===== config.mk =====
export PLATFORM = sky130hd
export DESIGN_NAME = zline_engine
export DESIGN_NICKNAME = d
export VERILOG_FILES = /design/src/rtl/zc_pkg.sv /design/src/rtl/zc_decode.sv /design/src/rtl/zc_agen.sv /design/src/rtl/zc_burst.sv /design/src/rtl/zline_engine.sv
export SDC_FILE = /design/constraint.sdc
export NUM_CORES = 1
export LEC_CHECK = 0
export BUFFER_PORTS_ARGS = -buffer_cell sky130_fd_sc_hd__buf_2
export CAP_MARGIN = 20
export CORE_ASPECT_RATIO = 2
export CORE_MARGIN = 4
export CORE_UTILIZATION = 50
export CTS_CLUSTER_DIAMETER = 200
export CTS_CLUSTER_SIZE = 16
export DETAILED_ROUTE_END_ITERATION = 6
export PLACE_DENSITY = 0.91
export SYNTH_ARGS = -nofsm -noshare
export SYNTH_HDL_FRONTEND = slang
export SYNTH_HIERARCHICAL = 1
export SYNTH_SLANG_ARGS = --single-unit

===== constraint.sdc =====
create_clock -name clk -period 3.4 [get_ports clk]
set_input_delay 0.68 -clock clk [delete_from_list [all_inputs] [get_ports clk]]
set_output_delay 0.68 -clock clk [all_outputs]
set_load 0.1 [all_outputs]

===== src/rtl/zc_pkg.sv =====
package zc_pkg;
  typedef enum logic [1:0] {
    ST_IDLE  = 2'd0,
    ST_INVAL = 2'd1,
    ST_WRITE = 2'd2,
    ST_DONE  = 2'd3
  } zc_state_e;

  // register fields cleared before matching
  localparam logic [31:0] FIELD_MASK = 32'hFFE0_07FF;
  localparam logic [31:0] FORM_SHORT = 32'h7C00_07EC;
  localparam logic [31:0] FORM_LONG  = 32'h7C20_07EC;
endpackage


===== src/rtl/zc_decode.sv =====
module zc_decode
  import zc_pkg::*;
(
  input  logic [31:0] insn_i,
  output logic        short_o,
  output logic        long_o,
  output logic [4:0]  ra_idx_o,
  output logic [4:0]  rb_idx_o
);
  logic [31:0] masked;

  always_comb begin
    masked   = insn_i & FIELD_MASK;
    short_o  = (masked == FORM_SHORT);
    long_o   = (masked == FORM_LONG);
    ra_idx_o = insn_i[20:16];
    rb_idx_o = insn_i[15:11];
  end
endmodule


===== src/rtl/zc_agen.sv =====
module zc_agen #(
  parameter int ADDR_W      = 32,
  parameter int SHORT_BYTES = 32,
  parameter int LONG_BYTES  = 128
) (
  input  logic [4:0]        ra_idx_i,
  input  logic [ADDR_W-1:0] ra_data_i,
  input  logic [ADDR_W-1:0] rb_data_i,
  input  logic              long_i,
  output logic [ADDR_W-1:0] line_o
);
  localparam logic [ADDR_W-1:0] SHORT_OFS = ADDR_W'(SHORT_BYTES - 1);
  localparam logic [ADDR_W-1:0] LONG_OFS  = ADDR_W'(LONG_BYTES - 1);

  logic [ADDR_W-1:0] base;
  logic [ADDR_W-1:0] ea;

  always_comb begin
    base   = (ra_idx_i == 5'd0) ? '0 : ra_data_i;
    ea     = base + rb_data_i;
    line_o = ea & ~(long_i ? LONG_OFS : SHORT_OFS);
  end
endmodule


===== src/rtl/zc_burst.sv =====
module zc_burst
  import zc_pkg::*;
#(
  parameter int ADDR_W      = 32,
  parameter int SHORT_WORDS = 8,
  parameter int LONG_WORDS  = 32,
  parameter int WORD_BYTES  = 4
) (
  input  logic              clk,
  input  logic              rst_n,
  input  logic              start_i,
  input  logic              legal_i,
  input  logic              long_i,
  input  logic [ADDR_W-1:0] line_i,
  input  logic              resv_hit_i,
  input  logic              wr_ready_i,
  output logic              busy_o,
  output logic              done_o,
  output logic              illegal_o,
  output logic              inval_o,
  output logic [ADDR_W-1:0] inval_addr_o,
  output logic              wr_valid_o,
  output logic [ADDR_W-1:0] wr_addr_o
);
  localparam int CNT_W = $clog2(LONG_WORDS);
  localparam logic [CNT_W-1:0] SHORT_LAST = CNT_W'(SHORT_WORDS - 1);
  localparam logic [CNT_W-1:0] LONG_LAST  = CNT_W'(LONG_WORDS - 1);
  localparam logic [ADDR_W-1:0] STEP      = ADDR_W'(WORD_BYTES);

  zc_state_e         state_q, state_d;
  logic [ADDR_W-1:0] addr_q, line_q;
  logic [CNT_W-1:0]  idx_q;
  logic              long_q;
  logic              illegal_q, illegal_d;
  logic              load_en, step_en, accept, last;

  always_comb begin
    state_d   = state_q;
    load_en   = 1'b0;
    step_en   = 1'b0;
    accept    = (state_q == ST_IDLE) && start_i;
    illegal_d = accept && !legal_i;
    last      = (idx_q == (long_q ? LONG_LAST : SHORT_LAST));
    unique case (state_q)
      ST_IDLE: begin
        if (accept && legal_i) begin
          load_en = 1'b1;
          state_d = resv_hit_i ? ST_INVAL : ST_WRITE;
        end
      end
      ST_INVAL: state_d = ST_WRITE;
      ST_WRITE: begin
        if (wr_ready_i) begin
          step_en = 1'b1;
          if (last) state_d = ST_DONE;
        end
      end
      ST_DONE: state_d = ST_IDLE;
      default: state_d = ST_IDLE;
    endcase
  end

  always_ff @(posedge clk or negedge rst_n) begin
    if (!rst_n) begin
      state_q   <= ST_IDLE;
      illegal_q <= 1'b0;
    end else begin
      state_q   <= state_d;
      illegal_q <= illegal_d;
    end
  end

  always_ff @(posedge clk or negedge rst_n) begin
    if (!rst_n) begin
      addr_q <= '0;
      line_q <= '0;
      idx_q  <= '0;
      long_q <= 1'b0;
    end else if (load_en) begin
      addr_q <= line_i;
      line_q <= line_i;
      idx_q  <= '0;
      long_q <= long_i;
    end else if (step_en) begin
      addr_q <= addr_q + STEP;
      idx_q  <= idx_q + 1'b1;
    end
  end

  assign busy_o       = (state_q != ST_IDLE);
  assign done_o       = (state_q == ST_DONE);
  assign inval_o      = (state_q == ST_INVAL);
  assign wr_valid_o   = (state_q == ST_WRITE);
  assign wr_addr_o    = addr_q;
  assign inval_addr_o = line_q;
  assign illegal_o    = illegal_q;
endmodule


===== src/rtl/zline_engine.sv =====
module zline_engine #(
  parameter int ADDR_W      = 32,
  parameter int SHORT_BYTES = 32,
  parameter int LONG_BYTES  = 128,
  parameter int WORD_BYTES  = 4
) (
  input  logic                    clk,
  input  logic                    rst_n,
  input  logic                    start_i,
  input  logic [31:0]             insn_i,
  output logic [4:0]              gpr_ra_idx_o,
  output logic [4:0]              gpr_rb_idx_o,
  input  logic [ADDR_W-1:0]       gpr_ra_data_i,
  input  logic [ADDR_W-1:0]       gpr_rb_data_i,
  input  logic                    resv_en_i,
  input  logic                    resv_active_i,
  output logic                    inval_o,
  output logic [ADDR_W-1:0]       inval_addr_o,
  output logic                    wr_valid_o,
  input  logic                    wr_ready_i,
  output logic [ADDR_W-1:0]       wr_addr_o,
  output logic [8*WORD_BYTES-1:0] wr_data_o,
  output logic [WORD_BYTES-1:0]   wr_be_o,
  output logic                    busy_o,
  output logic                    done_o,
  output logic                    illegal_o
);
  localparam int SHORT_WORDS = SHORT_BYTES / WORD_BYTES;
  localparam int LONG_WORDS  = LONG_BYTES / WORD_BYTES;

  logic              is_short, is_long;
  logic [ADDR_W-1:0] line_addr;

  zc_decode u_dec (
    .insn_i   (insn_i),
    .short_o  (is_short),
    .long_o   (is_long),
    .ra_idx_o (gpr_ra_idx_o),
    .rb_idx_o (gpr_rb_idx_o)
  );

  zc_agen #(
    .ADDR_W(ADDR_W), .SHORT_BYTES(SHORT_BYTES), .LONG_BYTES(LONG_BYTES)
  ) u_agen (
    .ra_idx_i  (gpr_ra_idx_o),
    .ra_data_i (gpr_ra_data_i),
    .rb_data_i (gpr_rb_data_i),
    .long_i    (is_long),
    .line_o    (line_addr)
  );

  zc_burst #(
    .ADDR_W(ADDR_W), .SHORT_WORDS(SHORT_WORDS),
    .LONG_WORDS(LONG_WORDS), .WORD_BYTES(WORD_BYTES)
  ) u_burst (
    .clk          (clk),
    .rst_n        (rst_n),
    .start_i      (start_i),
    .legal_i      (is_short | is_long),
    .long_i       (is_long),
    .line_i       (line_addr),
    .resv_hit_i   (resv_en_i & resv_active_i),
    .wr_ready_i   (wr_ready_i),
    .busy_o       (busy_o),
    .done_o       (done_o),
    .illegal_o    (illegal_o),
    .inval_o      (inval_o),
    .inval_addr_o (inval_addr_o),
    .wr_valid_o   (wr_valid_o),
    .wr_addr_o    (wr_addr_o)
  );

  assign wr_data_o = '0;
  assign wr_be_o   = '1;
endmodule


==> impl_metrics.yaml, run 1 <==
die:
  initial_utilization: 0.513
  rows: 55
  num_io_pins: 217
  core_area_um2: 11400
  fp.dieW_um: 84.5
  fp.dieH_um: 161
  fp.dieArea_um2: 13600
yosys:
  synthXorXnorAreaFrac: 0.0852
  postSynthAreaPerCell_um2: 8.38
  yosysWarnings: 6
  synth_adder_area_share: 0.0790
  yosys.area_share.simple: 0.276
  async_flop_share: 1.00
  yosysTopAreaCell: "dfrtp_1"
  synth-compound-area-share: 0.147
  synthMuxAreaShare: 0.00512
  ys_seq_area_frac: 0.312
  ys_ff_latch: 73
  synth_cells: 699
  synth_top_family_by_area: "simple AND/OR/NAND/NOR gates"
  synth_top_area_share: 0.312
  synthesis.area_um2: 5860
  ys_types: 73
  synth_edf_count: 0
  synth-main-ff-cell: "dfrtp_1"
  synthTopCellsByArea: "dfrtp_1 31%, nand2_1 9.0%, ha_1 7.9%"
min_path:
  min_path_type: "in2async"
power:
  ir_drop_mv: 0.582
  pwr_density_cell_nw_per_um2: 472
  power_uw: 3410
  leakage_uw: 0.00392
grt:
  track_usage: 0.233
  grt_max_degree: 74
  grt_pass1_wl_mm: 25.9
  grt_pass1_vias: 5586
  overflow: 0
  antenna_found_initial: 0
timing:
  rsz0062_at_grt: "false"
  final.min_clock_period_ns: 3.18
  period_share: 0.936
  slew_violations: 0
  setup_viol: 0
  tightest_slew_ns: 0.903
  relSlewSlack: 0.398
  skew_ns: 0.00562
  max_freq_mhz: 314
  hold_viol: 0
  hold_slack_ns: 0.466
route:
  viasPerCell: 5.38
  dr_wl_met2_mm: 8.88
  highest-signal-layer: "met4"
  vias: 5544
  first_iter_violations: 290
  post_drt_wl_per_cell_um: 15.4
  met1_length_mm: 5.51
  routed_wl_mm: 15.9
  drc: 0
  dr_wl_met3_um: 732
  postRouteAntennaNets: 0
  firstDrtPassIters: 5
setup_path:
  critPathCaptureType: "register"
  cp_slowest_cell: "a221oi_1"
  required_ns: 3.65
  cp_max_fo: 9
  path_cells: "buf_2, nor3_4, nand2_1, buf_4, and2_1, ha_1, a21oi_1, o21ai_0, a221oi_1, o21ai_1, a21oi_4, nor4_1, nor3_1, nand2_1, o21ai_1"
  max_stage_delay_ns: 0.39
  worstPathArrival_ns: 3.43
  crit_type: "in2reg"
  critPathLaunchType: "input pin"
clock_tree:
  numClockSinks: 73
  clk_path_buf_depth: 2
  cts_tree: "done"
  numCtsBuffers: 9
  post_cts_buffers: 0
  root_buffer: "clkbuf_16"
  ctsHoldBuffers: 0
  htreeDepth: 3
  cts_resized: 0
  cts.clk_slew.worst_paths_ns: 0.06
  clk_latency_ns: 0.33
cells_and_area:
  final_area_um2: 7210
  fin_nets: 1023
  layout-drive-gt1-share: 0.301
  n_antenna_cell: 0
  fillers: 1006
  seqCellArea_um2: 1830
  area_delta_synth_final_pct: 23.1
  multi_input_area_um2: 3650
placement:
  hpwl_mm: 12.9
  gp_congestion: 0.976
  placed_area_um2: 6900
  port_buffers: 170
run:
  drv_cap: 0
status:
  outcome: "completed"
per-stage QoR:
| stage | instances | utilization | TNS, ns | worst slack, ns |
|---|---|---|---|---|
| finish | 1031 | 0.631 | 0 | 0.217 |
| floorplan | 737 | - | 0 | 0.00690 |
| detailed placement | 1015 | 0.604 | -0.736 | -0.118 |
| global placement | 1015 | 0.604 | 0 | 0.0259 |
| CTS | 1031 | 0.631 | 0 | 0.231 |
| global route | 1031 | 0.631 | 0 | 0.000469 |
state kept, by name, indices dropped and copies added (netlist names):
| register | count |
|---|---|
| u_burst/inval_addr_o | 32 |
| u_burst/wr_addr_o | 32 |
| u_burst/idx_q | 5 |
| u_burst/state_q | 2 |
| u_burst/illegal_o | 1 |
| u_burst/long_q | 1 |
cells by family after synthesis:
kind of cell	Yosys count
AND/OR/NAND/NOR	302
buffers and inverters	92
XOR/XNOR	57
flip-flops	73
AO/OA/AOI/OAI	132
adder cells (fa/ha/maj)	37
other	3
multiplexers	3
power breakdown:
group          total (uW)  internal, uW  switching [uW]
clock                 939           573             365
sequential           1010           939            74.5
combinational        1460           407            1050
layout by cell type (no fill, tap or decap), types with 3 or more instances in the layout:
cell	count
o21ai_1	12
o21bai_1	3
xnor2_1	32
nand2b_1	4
clkbuf_16	9
o21a_1	5
conb_1	41
a21o_1	21
a21oi_1	28
buf_4	46
ha_1	37
inv_1	12
and4_4	3
nand3_1	13
nor3_1	14
mux2i_1	3
xor2_1	25
and3_1	9
nor2_1	28
and2_1	34
nor4_2	4
o21ai_0	28
nand4_1	19
o31ai_1	3
nor4_4	3
and3_2	3
a31oi_1	4
dfrtp_1	73
buf_2	169
nand2_1	140
final timing paths:
path,from,end,slack [ns],cells past startpoint
max,insn_i[17],u_burst/wr_addr_o[31]$_DFFE_PN0P_,0.22,15
min,rst_n,u_burst/inval_addr_o[11]$_DFFE_PN0P_,0.47,1
max reg2reg,u_burst/state_q[0]$_DFFE_PN0P_,u_burst/wr_addr_o[30]$_DFFE_PN0P_,1.28,7
min reg2reg,u_burst/inval_addr_o[19]$_DFFE_PN0P_,u_burst/inval_addr_o[19]$_DFFE_PN0P_,0.47,2
max in group asynchronous,rst_n,u_burst/wr_addr_o[1]$_DFFE_PN0P_,2.34,1
min in group clk,u_burst/inval_addr_o[19]$_DFFE_PN0P_,u_burst/inval_addr_o[19]$_DFFE_PN0P_,0.47,2
cell type report:
type,count,share of cell area
repair buffers,216,0.168
well taps,142,0.0246
clock inverters,7,0.0108
clock buffers,9,0.0312
inverters,12,0.00624
flip-flops and latches,73,0.253
multi-input cells,572,0.506
cell usage after synthesis (all sizes together) (2+ instances only):
library cell  number
conb               3
nand4b             2
a31o               2
ha                37
dfrtp             73
nor4               9
o21bai             3
o31ai              3
a311oi             2
nor2              29
xor2              25
nand3             14
a21o              21
inv               12
a31oi              4
xnor2             32
nand4             22
and3              12
and4               5
nand2b             5
o21ai             42
a221oi             2
a311o              2
buf               57
mux2i              3
a21oi             31
o2111ai            2
nor3              17
nand2            144
or2                2
and2              34
o21a               5
clkbuf            23
routing by layer:
metal,global-route usage,vias up
met5,0,-
met1,0.232,2590
li1,-,2697
met2,0.448,204
met3,0.0306,53
met4,0.130,0
critical path: cells and delay by family:
kind / cells / cell delay, ns
buffers and inverters: 2 / 0.28
adders and majority gates: 1 / 0.35
and+or+nand+nor: 6 / 0.82
AOI/OAI and AO/OA: 6 / 1.31
Power figures use the tool's default switching activity.
==> run 2, diff against run 1 <==
==> constraint.sdc (replaced) <==
create_clock -name clk -period 3.6 [get_ports clk]
set_input_delay 0.72 -clock clk [delete_from_list [all_inputs] [get_ports clk]]
set_output_delay 0.72 -clock clk [all_outputs]
set_load 0.1 [all_outputs]
==> run 2 against run 1 <==
  * Clock power shrank 3.5%
  * Clock skew is essentially flat
  * Setup slack gained 0.027 ns
  * Sequential power shrank 5%
  * First-iteration DRC count shrank 2.1%
  * Count of clock-buffer cells in the layout grew 5
==> impl_metrics.yaml, run 2 (synthesis results as in run 1) <==
status:
  outcome: "completed"
setup_path:
  max_stage_delay_ns: 0.38
  cp_slowest_cell: "ha_1"
  required_ns: 3.81
  reg2reg_from: "u_burst/state_q[0]$_DFFE_PN0P_"
  cp_max_fo: 9
  crit_type: "in2reg"
  rrSetupSlack_ns: 1.44
  path_cells: "buf_2, nor3_2, nand2_1, buf_4, and2_1, ha_1, a21oi_1, o21ai_0, a221oi_2, o21ai_1, a21oi_2, o31ai_1, xor2_1, nand2_1, o21ai_2"
  rr_worst_depth: 7
  worstPathArrival_ns: 3.56
  r2r-end: "u_burst/wr_addr_o[26]$_DFFE_PN0P_"
  critPathLaunchType: "input pin"
  critPathCaptureType: "register"
  cpMostUsedCell: "nand2_1"
route:
  first_iter_violations: 284
  viasPerCell: 5.42
  drc: 0
  firstDrtPassIters: 5
  post_drt_wl_per_cell_um: 15.7
  routed_wl_mm: 15.9
  postRouteAntennaNets: 0
  vias: 5505
run:
  drv_cap: 0
clock_tree:
  numClockSinks: 73
  numCtsBuffers: 9
  clk_latency_ns: 0.32
  clk_path_buf_depth: 2
  root_buffer: "clkbuf_16"
  post_cts_buffers: 0
  cts_tree: "done"
  htreeDepth: 3
  ctsHoldBuffers: 0
  cts.clk_slew.worst_paths_ns: 0.06
min_path:
  holdPathStages: 2
  min_to: "u_burst/wr_addr_o[1]$_DFFE_PN0P_"
  min_path_type: "reg2reg"
  hold_path.startpoint: "u_burst/wr_addr_o[1]$_DFFE_PN0P_"
cells_and_area:
  layout-drive-gt1-share: 0.285
  final_common_cell: "buf_2"
  utilization: 0.620
  instances_no_fill: 1015
  layout_common_cells: "169 x buf_2, 140 x nand2_1, 73 x dfrtp_1, 41 x conb_1, 37 x ha_1"
  n_antenna_cell: 0
  final_area_um2: 7090
  fin_nets: 1007
  area_delta_synth_final_pct: 20.9
grt:
  track_usage: 0.233
  grt_pass1_wl_mm: 25.9
  grt_pass1_vias: 5518
  overflow: 0
  grt_max_degree: 74
  antenna_found_initial: 0
die:
  fp.dieH_um: 161
  core_area_um2: 11400
  fp.dieArea_um2: 13600
  fp.dieW_um: 84.5
  num_io_pins: 217
  rows: 55
  initial_utilization: 0.513
timing:
  hold_viol: 0
  setup_ws_ns: 0.244
  final.min_clock_period_ns: 3.36
  setup_viol: 0
  hold_slack_ns: 0.465
  skew_ns: 0.00593
  max_freq_mhz: 298
  tightest_slew_ns: 0.910
  relSlewSlack: 0.394
  period_share: 0.932
  slew_violations: 0
placement:
  port_buffers: 170
  hpwl_mm: 12.7
  pre_cts_slack_ns: -0.0480
  placed_area_um2: 6770
  dp.cells: 999
  gp_congestion: 0.895
power:
  leakage_uw: 0.00385
  pwr_density_cell_nw_per_um2: 453
  ir_drop_mv: 0.764
==> run 2: cell type report <==
type / count / area [um2]
sequential: 73 / 1830
fill: 1034 / 4340
multi-input combinational: 572 / 3640
clock inverter: 2 / 35.0
tap: 142 / 178
timing repair buffer: 200 / 1090
clock buffer: 14 / 274
inverter: 12 / 45.0
==> run 2: how the worst max path moves through the flow <==
stage	startpoint	cells after the start	slack, ns	endpoint
2_1_floorplan	insn_i[17]	16	0.07	u_burst/wr_addr_o[29]$_DFFE_PN0P_
3_3_place_gp	insn_i[17]	15	-0.03	u_burst/wr_addr_o[30]$_DFFE_PN0P_
3_5_place_dp	insn_i[17]	15	-0.05	u_burst/wr_addr_o[31]$_DFFE_PN0P_
4_1_cts	insn_i[17]	15	0.28	u_burst/wr_addr_o[31]$_DFFE_PN0P_
5_1_grt	insn_i[17]	15	-0.004	u_burst/wr_addr_o[31]$_DFFE_PN0P_
6_report	insn_i[17]	15	0.24	u_burst/wr_addr_o[30]$_DFFE_PN0P_
==> run 2: critical path, delay by kind of cell <==
family | cells | cell delay, ns
buffers and inverters | 2 | 0.28
AND/OR/NAND/NOR | 4 | 0.55
AO/OA/AOI/OAI | 7 | 1.46
adder cells (fa/ha/maj) | 1 | 0.38
XOR/XNOR | 1 | 0.17
==> run 2: what timing repair did <==
item,in CTS,in global routing
endpoints found under the setup margin,0,8
resized for setup,0,1
endpoints found under the hold margin,0,0
==> run 2: power by group <==
part | internal [uW] | switching (uW) | total [uW]
Sequential | 887 | 69.8 | 957
Clock | 592 | 314 | 906
Combinational | 365 | 981 | 1350
Total | 1840 | 1370 | 3210
==> run 2: stage by stage <==
step                setup TNS, ns  total power [uW]
floorplan                       0              2090
global placement          -0.0638              2270
detailed placement         -0.182              2300
CTS                             0              3220
global route             -0.00417              3370
finish                          0              3210
==> run 2: per-layer routing <==
metal	vias to the layer above	track usage	routed length [um]
met1	2555	0.237	5450
li1	2680	-	-
met3	50	0.0271	842
met5	-	0	0
met4	0	0.131	737
met2	220	0.445	8860
